$ cat src/rtl/nib_pkg.sv
package nib_pkg;
    typedef enum logic [2:0] {
        OP_NOP,
        OP_LDPAIR,
        OP_SEND,
        OP_LDACC,
        OP_WRITE,
        OP_BANK,
        OP_BAD
    } nib_op_e;
endpackage

$ cat src/rtl/nib_decode.sv
module nib_decode #(
    parameter int NREG = 16,
    localparam int PW = $clog2(NREG / 2)
) (
    input  logic [7:0]       opc,
    output nib_pkg::nib_op_e op,
    output logic [PW-1:0]    pair,
    output logic [3:0]       imm
);
    import nib_pkg::*;

    always_comb begin
        pair = opc[PW:1];
        imm  = opc[3:0];
        unique case (opc[7:4])
            4'h2:    op = opc[0] ? OP_SEND : OP_LDPAIR;
            4'hD:    op = OP_LDACC;
            4'hE:    op = (opc[3:0] == 4'h0) ? OP_WRITE : OP_BAD;
            4'hF:    op = (opc[3:0] == 4'hD) ? OP_BANK : OP_BAD;
            default: op = OP_BAD;
        endcase
    end
endmodule

$ cat src/rtl/nib_bank_dec.sv
module nib_bank_dec #(
    parameter int DW    = 4,
    parameter int NLINE = 4
) (
    input  logic [DW-1:0]    acc,
    output logic [NLINE-1:0] sel
);
    // Upper lines follow accumulator bits; line 0 only when those are all clear.
    assign sel[0] = (acc[NLINE-2:0] == '0);
    for (genvar i = 1; i < NLINE; i++) begin : g_line
        assign sel[i] = acc[i-1];
    end

    always_comb begin
        assert_line0_excl_R6: assert (!sel[0] || (sel[NLINE-1:1] == '0));
    end
endmodule

$ cat src/rtl/nib_ram_exec.sv
module nib_ram_exec #(
    parameter int DW    = 4,
    parameter int NREG  = 16,
    parameter int NLINE = 4,
    localparam int AW   = 2 * DW,
    localparam int PW   = $clog2(NREG / 2)
) (
    input  logic             clk,
    input  logic             rst_n,
    input  logic             instr_valid,
    input  logic [7:0]       instr_byte,
    output logic [AW-1:0]    ram_addr,
    output logic [DW-1:0]    ram_data,
    output logic [NLINE-1:0] ram_bank_sel,
    output logic             ram_we,
    output logic             illegal_op
);
    import nib_pkg::*;

    typedef struct packed {
        logic [NREG-1:0][DW-1:0] regs;
        logic [DW-1:0]           acc;
        logic [AW-1:0]           addr;
        logic [NLINE-1:0]        sel;
        logic                    pend;
        logic [PW-1:0]           pend_pair;
        logic                    we;
        logic                    bad;
    } exec_state_t;

    exec_state_t s_d, s_q;

    nib_op_e          dec_op;
    logic [PW-1:0]    dec_pair;
    logic [3:0]       dec_imm;
    logic [NLINE-1:0] bank_next;

    nib_decode #(.NREG(NREG)) u_decode (
        .opc  (instr_byte),
        .op   (dec_op),
        .pair (dec_pair),
        .imm  (dec_imm)
    );

    nib_bank_dec #(.DW(DW), .NLINE(NLINE)) u_bank (
        .acc (s_q.acc),
        .sel (bank_next)
    );

    logic take_op;
    assign take_op = instr_valid && !s_q.pend;

    always_comb begin
        s_d     = s_q;
        s_d.we  = 1'b0;
        s_d.bad = 1'b0;
        if (instr_valid && s_q.pend) begin
            s_d.regs[{s_q.pend_pair, 1'b0}] = instr_byte[2*DW-1:DW];
            s_d.regs[{s_q.pend_pair, 1'b1}] = instr_byte[DW-1:0];
            s_d.pend = 1'b0;
        end else if (take_op) begin
            unique case (dec_op)
                OP_LDPAIR: begin
                    s_d.pend      = 1'b1;
                    s_d.pend_pair = dec_pair;
                end
                OP_SEND:  s_d.addr = {s_q.regs[{dec_pair, 1'b0}], s_q.regs[{dec_pair, 1'b1}]};
                OP_LDACC: s_d.acc  = dec_imm[DW-1:0];
                OP_WRITE: s_d.we   = 1'b1;
                OP_BANK:  s_d.sel  = bank_next;
                OP_BAD:   s_d.bad  = 1'b1;
                default: ;
            endcase
        end
    end

    always_ff @(posedge clk) begin
        if (!rst_n) begin
            s_q     <= '0;
            s_q.sel <= NLINE'(1);
        end else begin
            s_q <= s_d;
        end
    end

    assign ram_addr     = s_q.addr;
    assign ram_data     = s_q.acc;
    assign ram_bank_sel = s_q.sel;
    assign ram_we       = s_q.we;
    assign illegal_op   = s_q.bad;

    assert_we_cause_R5: assert property (@(posedge clk) disable iff (!rst_n)
        ram_we |-> ($past(take_op && dec_op == OP_WRITE) && $stable(ram_addr) && $stable(ram_data)));

    assert_addr_src_R3: assert property (@(posedge clk) disable iff (!rst_n)
        !$stable(ram_addr) |-> $past(take_op && dec_op == OP_SEND));

    assert_pend_data_R2: assert property (@(posedge clk) disable iff (!rst_n)
        (s_q.pend && instr_valid) |=> (!s_q.pend && !ram_we && !illegal_op));

    assert_bad_stable_R8: assert property (@(posedge clk) disable iff (!rst_n)
        illegal_op |-> ($stable(s_q.regs) && $stable(ram_data) && $stable(ram_addr)
                        && $stable(ram_bank_sel) && !s_q.pend));

    assert_sel_nonzero_R6: assert property (@(posedge clk) disable iff (!rst_n)
        $countones(ram_bank_sel) != 0);
endmodule

$ cat config.mk
export PLATFORM = sky130hd
export DESIGN_NAME = nib_ram_exec
export DESIGN_NICKNAME = d
export VERILOG_FILES = /design/src/rtl/nib_pkg.sv /design/src/rtl/nib_decode.sv /design/src/rtl/nib_bank_dec.sv /design/src/rtl/nib_ram_exec.sv
export SDC_FILE = /design/constraint.sdc
export NUM_CORES = 1
export LEC_CHECK = 0
export ABC_CLOCK_PERIOD_IN_PS = 2300
export CAP_MARGIN = 40
export CORE_ASPECT_RATIO = 1.25
export CORE_MARGIN = 5
export CORE_UTILIZATION = 58
export DETAILED_ROUTE_END_ITERATION = 6
export PLACE_DENSITY = 0.79
export SYNTH_ARGS = -nofsm -noshare
export SYNTH_HDL_FRONTEND = slang
export SYNTH_SLANG_ARGS = --single-unit
$ cat constraint.sdc
create_clock -name clk -period 2.3 [get_ports clk]
set_input_delay 0.23 -clock clk [delete_from_list [all_inputs] [get_ports clk]]
set_output_delay 0.23 -clock clk [all_outputs]
set_load 0.02 [all_outputs]
* Word-level counts from Yosys, hierarchy flattened
Index checks and enable logic that the tools add are counted.
Word-level totals: register bits 86, input port bits 11, output and inout bits 18, logic and storage cells 73
Operators by class: order comparisons 6, eq/ne operators 11, mux-type cells 16, bitwise gates (word level) 3, reductions and logical operators 14
Operator list (number):
- bitwise mux 64 bit | 2
- binary-select mux 4 bit (select 3 bit) | 2
- demux 4 bit (select 3 bit) | 2
- less-than comparator 4 x 5 -> 1 bit, second input constant | 4
- equality test 4 bit, second input constant | 4
- two-way mux 4 bit | 4
- one-hot mux 3 bit (4 select lines) | 1
- AND reduction 3 bit | 4
- equality test 3 bit, second input constant | 3
- greater-or-equal comparator 4 x 1 -> 1 bit, second input constant | 2
- equality test 3 x 2 -> 1 bit, second input constant | 2
- two-way mux 2 bit | 3
- equality test 4 x 2 -> 1 bit, second input constant | 1
- logical AND 1 bit | 4
- zero test 4 bit | 1
- equality test 3 x 1 -> 1 bit, second input constant | 1
- zero test 3 bit | 1
- inverter 1 bit | 3
- OR reduction 3 bit | 1
- two-way mux 1 bit | 2
- AND reduction 2 bit | 1
- OR reduction 2 bit | 1
- zero test 1 bit | 1

* Longest topological paths before layout
depth after elaboration 6, depth in mapped cells 7

* Cells and area by module
Synthesis repeated with hierarchy kept, for this count alone.
Unflattened totals: cell total of the unflattened synthesis 463, area total of the unflattened synthesis 4134.0 um^2
Modules (own cells, without submodules):
- nib_ram_exec | times used 1, cells an instance 440, area each 3971.3 um^2
- nib_decode | times used 1, cells an instance 19, area each 130.1 um^2
- nib_bank_dec | times used 1, cells an instance 4, area each 32.5 um^2

* Least setup slack after synthesis
OpenSTA, ideal clock, no wires.
path kind in2reg, start input instr_byte[1], end register s_q, in the netlist ram_addr[0], setup time 0.116 ns, arrival time 1.607 ns, data required time 2.184 ns, path slack 0.577 ns, cell stages on the path 6, path buffers 2, cell sequence buf_2 -> buf_2 -> mux4_2 -> mux2i_1 -> nand2_1 -> o211a_1
Between the ends: longest elaborated chain between the ends 5
Ends and longest elaborated chain:
- start, declared | RTL line nib_ram_exec.sv:11 | input logic [7:0] instr_byte,
- equality test 4 bit or zero test 4 bit (tied branches) | RTL line nib_decode.sv:19, nib_decode.sv:18
- two-way mux 2 bit, on equally long branches | RTL line nib_decode.sv:19, nib_decode.sv:18
- one-hot mux 3 bit (4 select lines) | RTL line nib_decode.sv:15 | unique case (opc[7:4])
- equality test 3 x 2 -> 1 bit | RTL line nib_ram_exec.sv:62 | unique case (dec_op)
- AND reduction 3 bit (no line)
- end, declared | RTL line nib_ram_exec.sv:31 | exec_state_t s_d, s_q;
Parallel ways exist; a longest one is shown, timed or not. The select of a mux whose other input is x is not followed. A chain may end at the register's enable or synchronous reset.

* Worst setup path after layout
start input instr_byte[5], end register s_q, in the netlist ram_bank_sel[0]
Between the ends: longest elaborated chain between the ends 4
Ends and longest elaborated chain (RTL line):
- equality test 4 bit or equality test 4 x 2 -> 1 bit (tied branches) | nib_decode.sv:15
- one-hot mux 3 bit (4 select lines) (*) | nib_decode.sv:15
- equality test 3 bit (*) | nib_ram_exec.sv:62
- AND reduction 3 bit (no line) (*)
Mark *: on every way between the ends. The rest lies on a longest branch, timed or not.

==> reports/results.tsv <==
stage	metric	value	unit
run_status	status	completed	
floorplan	DIE WIDTH	85.0	µm
worst_setup_path	most frequent CP cell	buf_4	
timing	min cycle time layout	1920	ps
global_route	first-pass GRT wire length	14.6	mm
global_route	grt ovf	0	
synth	adder-cell share of the synthesized area	0	
synth	post-synthesis sequential area ratio	0.422	
timing	fin. max-slew vios	0	
placed_design	Detail Placement HPWL	6.28	mm
worst_setup_path	R2R cell count	4	
synth	Async SR Flop Fraction	0	
timing	Fin. Hold Viols	0	
finish	commonest cells after routing, fill and taps aside	dfxtp_1, mux2i_1, nor2b_1, clkdlybuf4s50_1, buf_4	
cts	H-tree Lvls	3	
cts	post_cts resized	0	
synth	Synth Area in Compound Gates	0.0490	
timing	Worst Clk Skew	14.7	ps
worst_setup_path	Top Family by Delay on Critical Path	simple AND/OR/NAND/NOR gates	
timing	Final period util	0.833	
timing	Slew @ Worst Pin	624	ps
cts	Worst-Skew Late Latency	350	ps
worst_setup_path	FF-to-FF setup slack	620	ps
floorplan	Placement Rows	34	
run	max cap viols	0	
timing	RSZ-0062 raised after global routing	no	
global_route	Total GRT Usage	0.210	
synth	synthesis-stage register bit count	86	
global_route	vias in the first global route	2880	
finish	Post-Layout Inst Area	4650	µm²
floorplan	Initial Util	0.592	
timing	setup violators final	0	
cts	TritonCTS buffer count	9	
synth	Cell Area, Synth	4080	µm²
synth	ys flop type	dfxtp_1	
worst_setup_path	Crit Path Class	input port to register	
worst_setup_path	crit path DAT	2210	ps
worst_setup_path	critical-path maximum fanout	13	
detailed_routing	WL final	8.78	mm
power	Worst VDD drop	0.000362	V
detailed_routing	Antenna Nets Post-Route	0	
floorplan	IO Pins	29	
timing	Slew HR	0.584	
detailed_routing	Via density	5.69	
placed_design	I/O Buffers	28	
finish	Layout area overhead	14.0	%
finish	commonest non-fill, non-tap cell in the layout	dfxtp_1	
cts	Clk pin slew, worst setup/hold paths	90	ps
synth	Yosys Warn Count	0	
placed_design	gpl congestion	0.763	
floorplan	die area	8830	µm²
placed_design	dpl cell area	4450	µm²
timing	final setup TNS	0	ps
worst_setup_path	slowest stage cell, crit path	clkdlybuf4s50_1	
finish	antenna cells	0	
floorplan	Die Span Y	104	µm
cts	TritonCTS clock tree	yes	
detailed_routing	WL/cell	17.9	µm
power	leakage	1.71	nW
global_route	initial antenna violation count	0	
power	PD cells	598	nW/µm²
cts	cts-stage hold buffer count	0	
synth	largest family of logic cells by synthesized area	multiplexers	
cts	clock sinks	86	
worst_setup_path	Setup crit start kind	input port	
worst_setup_path	WP depth	8	
floorplan	core area	6890	µm²
worst_setup_path	crit end category	register	
detailed_routing	detailed-route via count	2783	
worst_setup_path	CP Cell Sequence	clkdlybuf4s50_1, buf_4, and4b_1, nor3_1, buf_4, nand2_4, or4_1, nand3_1	
synth	simple-gate share of the synthesized area	0.195	
timing	FMAX	0.522	GHz
synth	Syn Nets	383	
detailed_routing	first-pass iteration count of the detailed router	4	
synth	synthesized instance count	372	
cts	clock buffer depth	2	
synth	mux cell area share after synthesis	0.277	
worst_setup_path	Required @ worst endpoint	2590	ps
synth	synth unique cells	36	
worst_setup_path	CP bufs+invs	3	
min_path	hold depth	2	
synth	Post-synth EDFFs	0	
cts	number of setup buffers added after CTS	0	
min_path	Worst Hold Class	input port to register	
finish	layout cells sized above 1	0.180	
global_route	largest net degree at the start of global routing	28	
detailed_routing	DRC Markers	0	
finish	nets@finish	405	
cts	CTS Root Cell	clkbuf_8	
worst_setup_path	CP max stage delay	480	ps
synth	synthesized area per cell	11.0	µm²
detailed_routing	Initial DRC Count	159	
synth	Synth Area in XOR/XNOR	0	
==> metrics by stage <==
stage,utilization,power [mW],worst slack [ps],cells,hold WS (ps)
after floorplan,-,1.66,577,372,411
after global placement,0.645,1.73,76.7,473,450
after detailed placement,0.645,1.74,51.6,473,462
after CTS,0.675,2.81,396,489,266
after global routing,0.675,2.89,263,489,304
final,0.675,2.78,384,489,298
==> final cells by class <==
class                   instances  area, µm²
fillers                       538       2240
multi-input cells             242       2130
flip-flops and latches         86       1720
repair buffers                 54        483
clock buffers                  10        138
well taps                      90        113
clock inverters                 6       68.8
inverters                       1       3.75
==> Yosys cell counts (2+ instances only) <==
master / number / area, µm²
dfxtp_1: 86 / 1720
mux2i_1: 77 / 771
nor2b_1: 68 / 425
nand2_1: 23 / 86.3
clkbuf_1: 19 / 71.3
buf_4: 16 / 120
mux4_2: 16 / 360
o211a_1: 8 / 80.1
nand3_1: 7 / 35.0
buf_2: 6 / 30.0
nand2b_1: 5 / 31.3
a21oi_1: 4 / 20.0
a21boi_0: 3 / 22.5
nor2_1: 3 / 11.3
nor2_2: 3 / 18.8
nor3_4: 3 / 48.8
buf_1: 2 / 7.51
nand4b_1: 2 / 17.5
nor3_1: 2 / 10.0
nor3_2: 2 / 20.0
or4_1: 2 / 15.0
==> worst paths after layout <==
kind | start | end
min | rst_n | ram_bank_sel[0]
min reg2reg | ram_bank_sel[3] | ram_bank_sel[3]
max reg2reg | s_q[4] | s_q[22]
max | instr_byte[5] | ram_bank_sel[0]
==> layer usage <==
metal,share of wire,vias to the layer above,global-route usage
met1,0.42,1366,0.250
met2,0.51,78,0.364
li1,-,1325,-
met5,0,-,0
met4,0.022,0,0.0690
met3,0.051,14,0.0516
==> sequential cells by signal, summed over array words and instances (netlist names) <==
signal        cells
s_q              68
ram_addr          8
ram_bank_sel      4
ram_data          4
illegal_op        1
ram_we            1
==> report_power, final <==
group / internal, mW / switching (mW)
combinational: 0.0940 / 0.108
sequential: 1.49 / 0.00537
clock: 0.539 / 0.544
total: 2.13 / 0.657
==> cells by family (layout without fill, tap and decap cells) <==
group / after synthesis / in the layout
buffers and inverters: 44 / 71
flip-flops: 86 / 86
AND/OR/NAND/NOR: 128 / 128
AO/OA/AOI/OAI: 21 / 21
multiplexers: 93 / 93
Power figures use the tool's default switching activity.
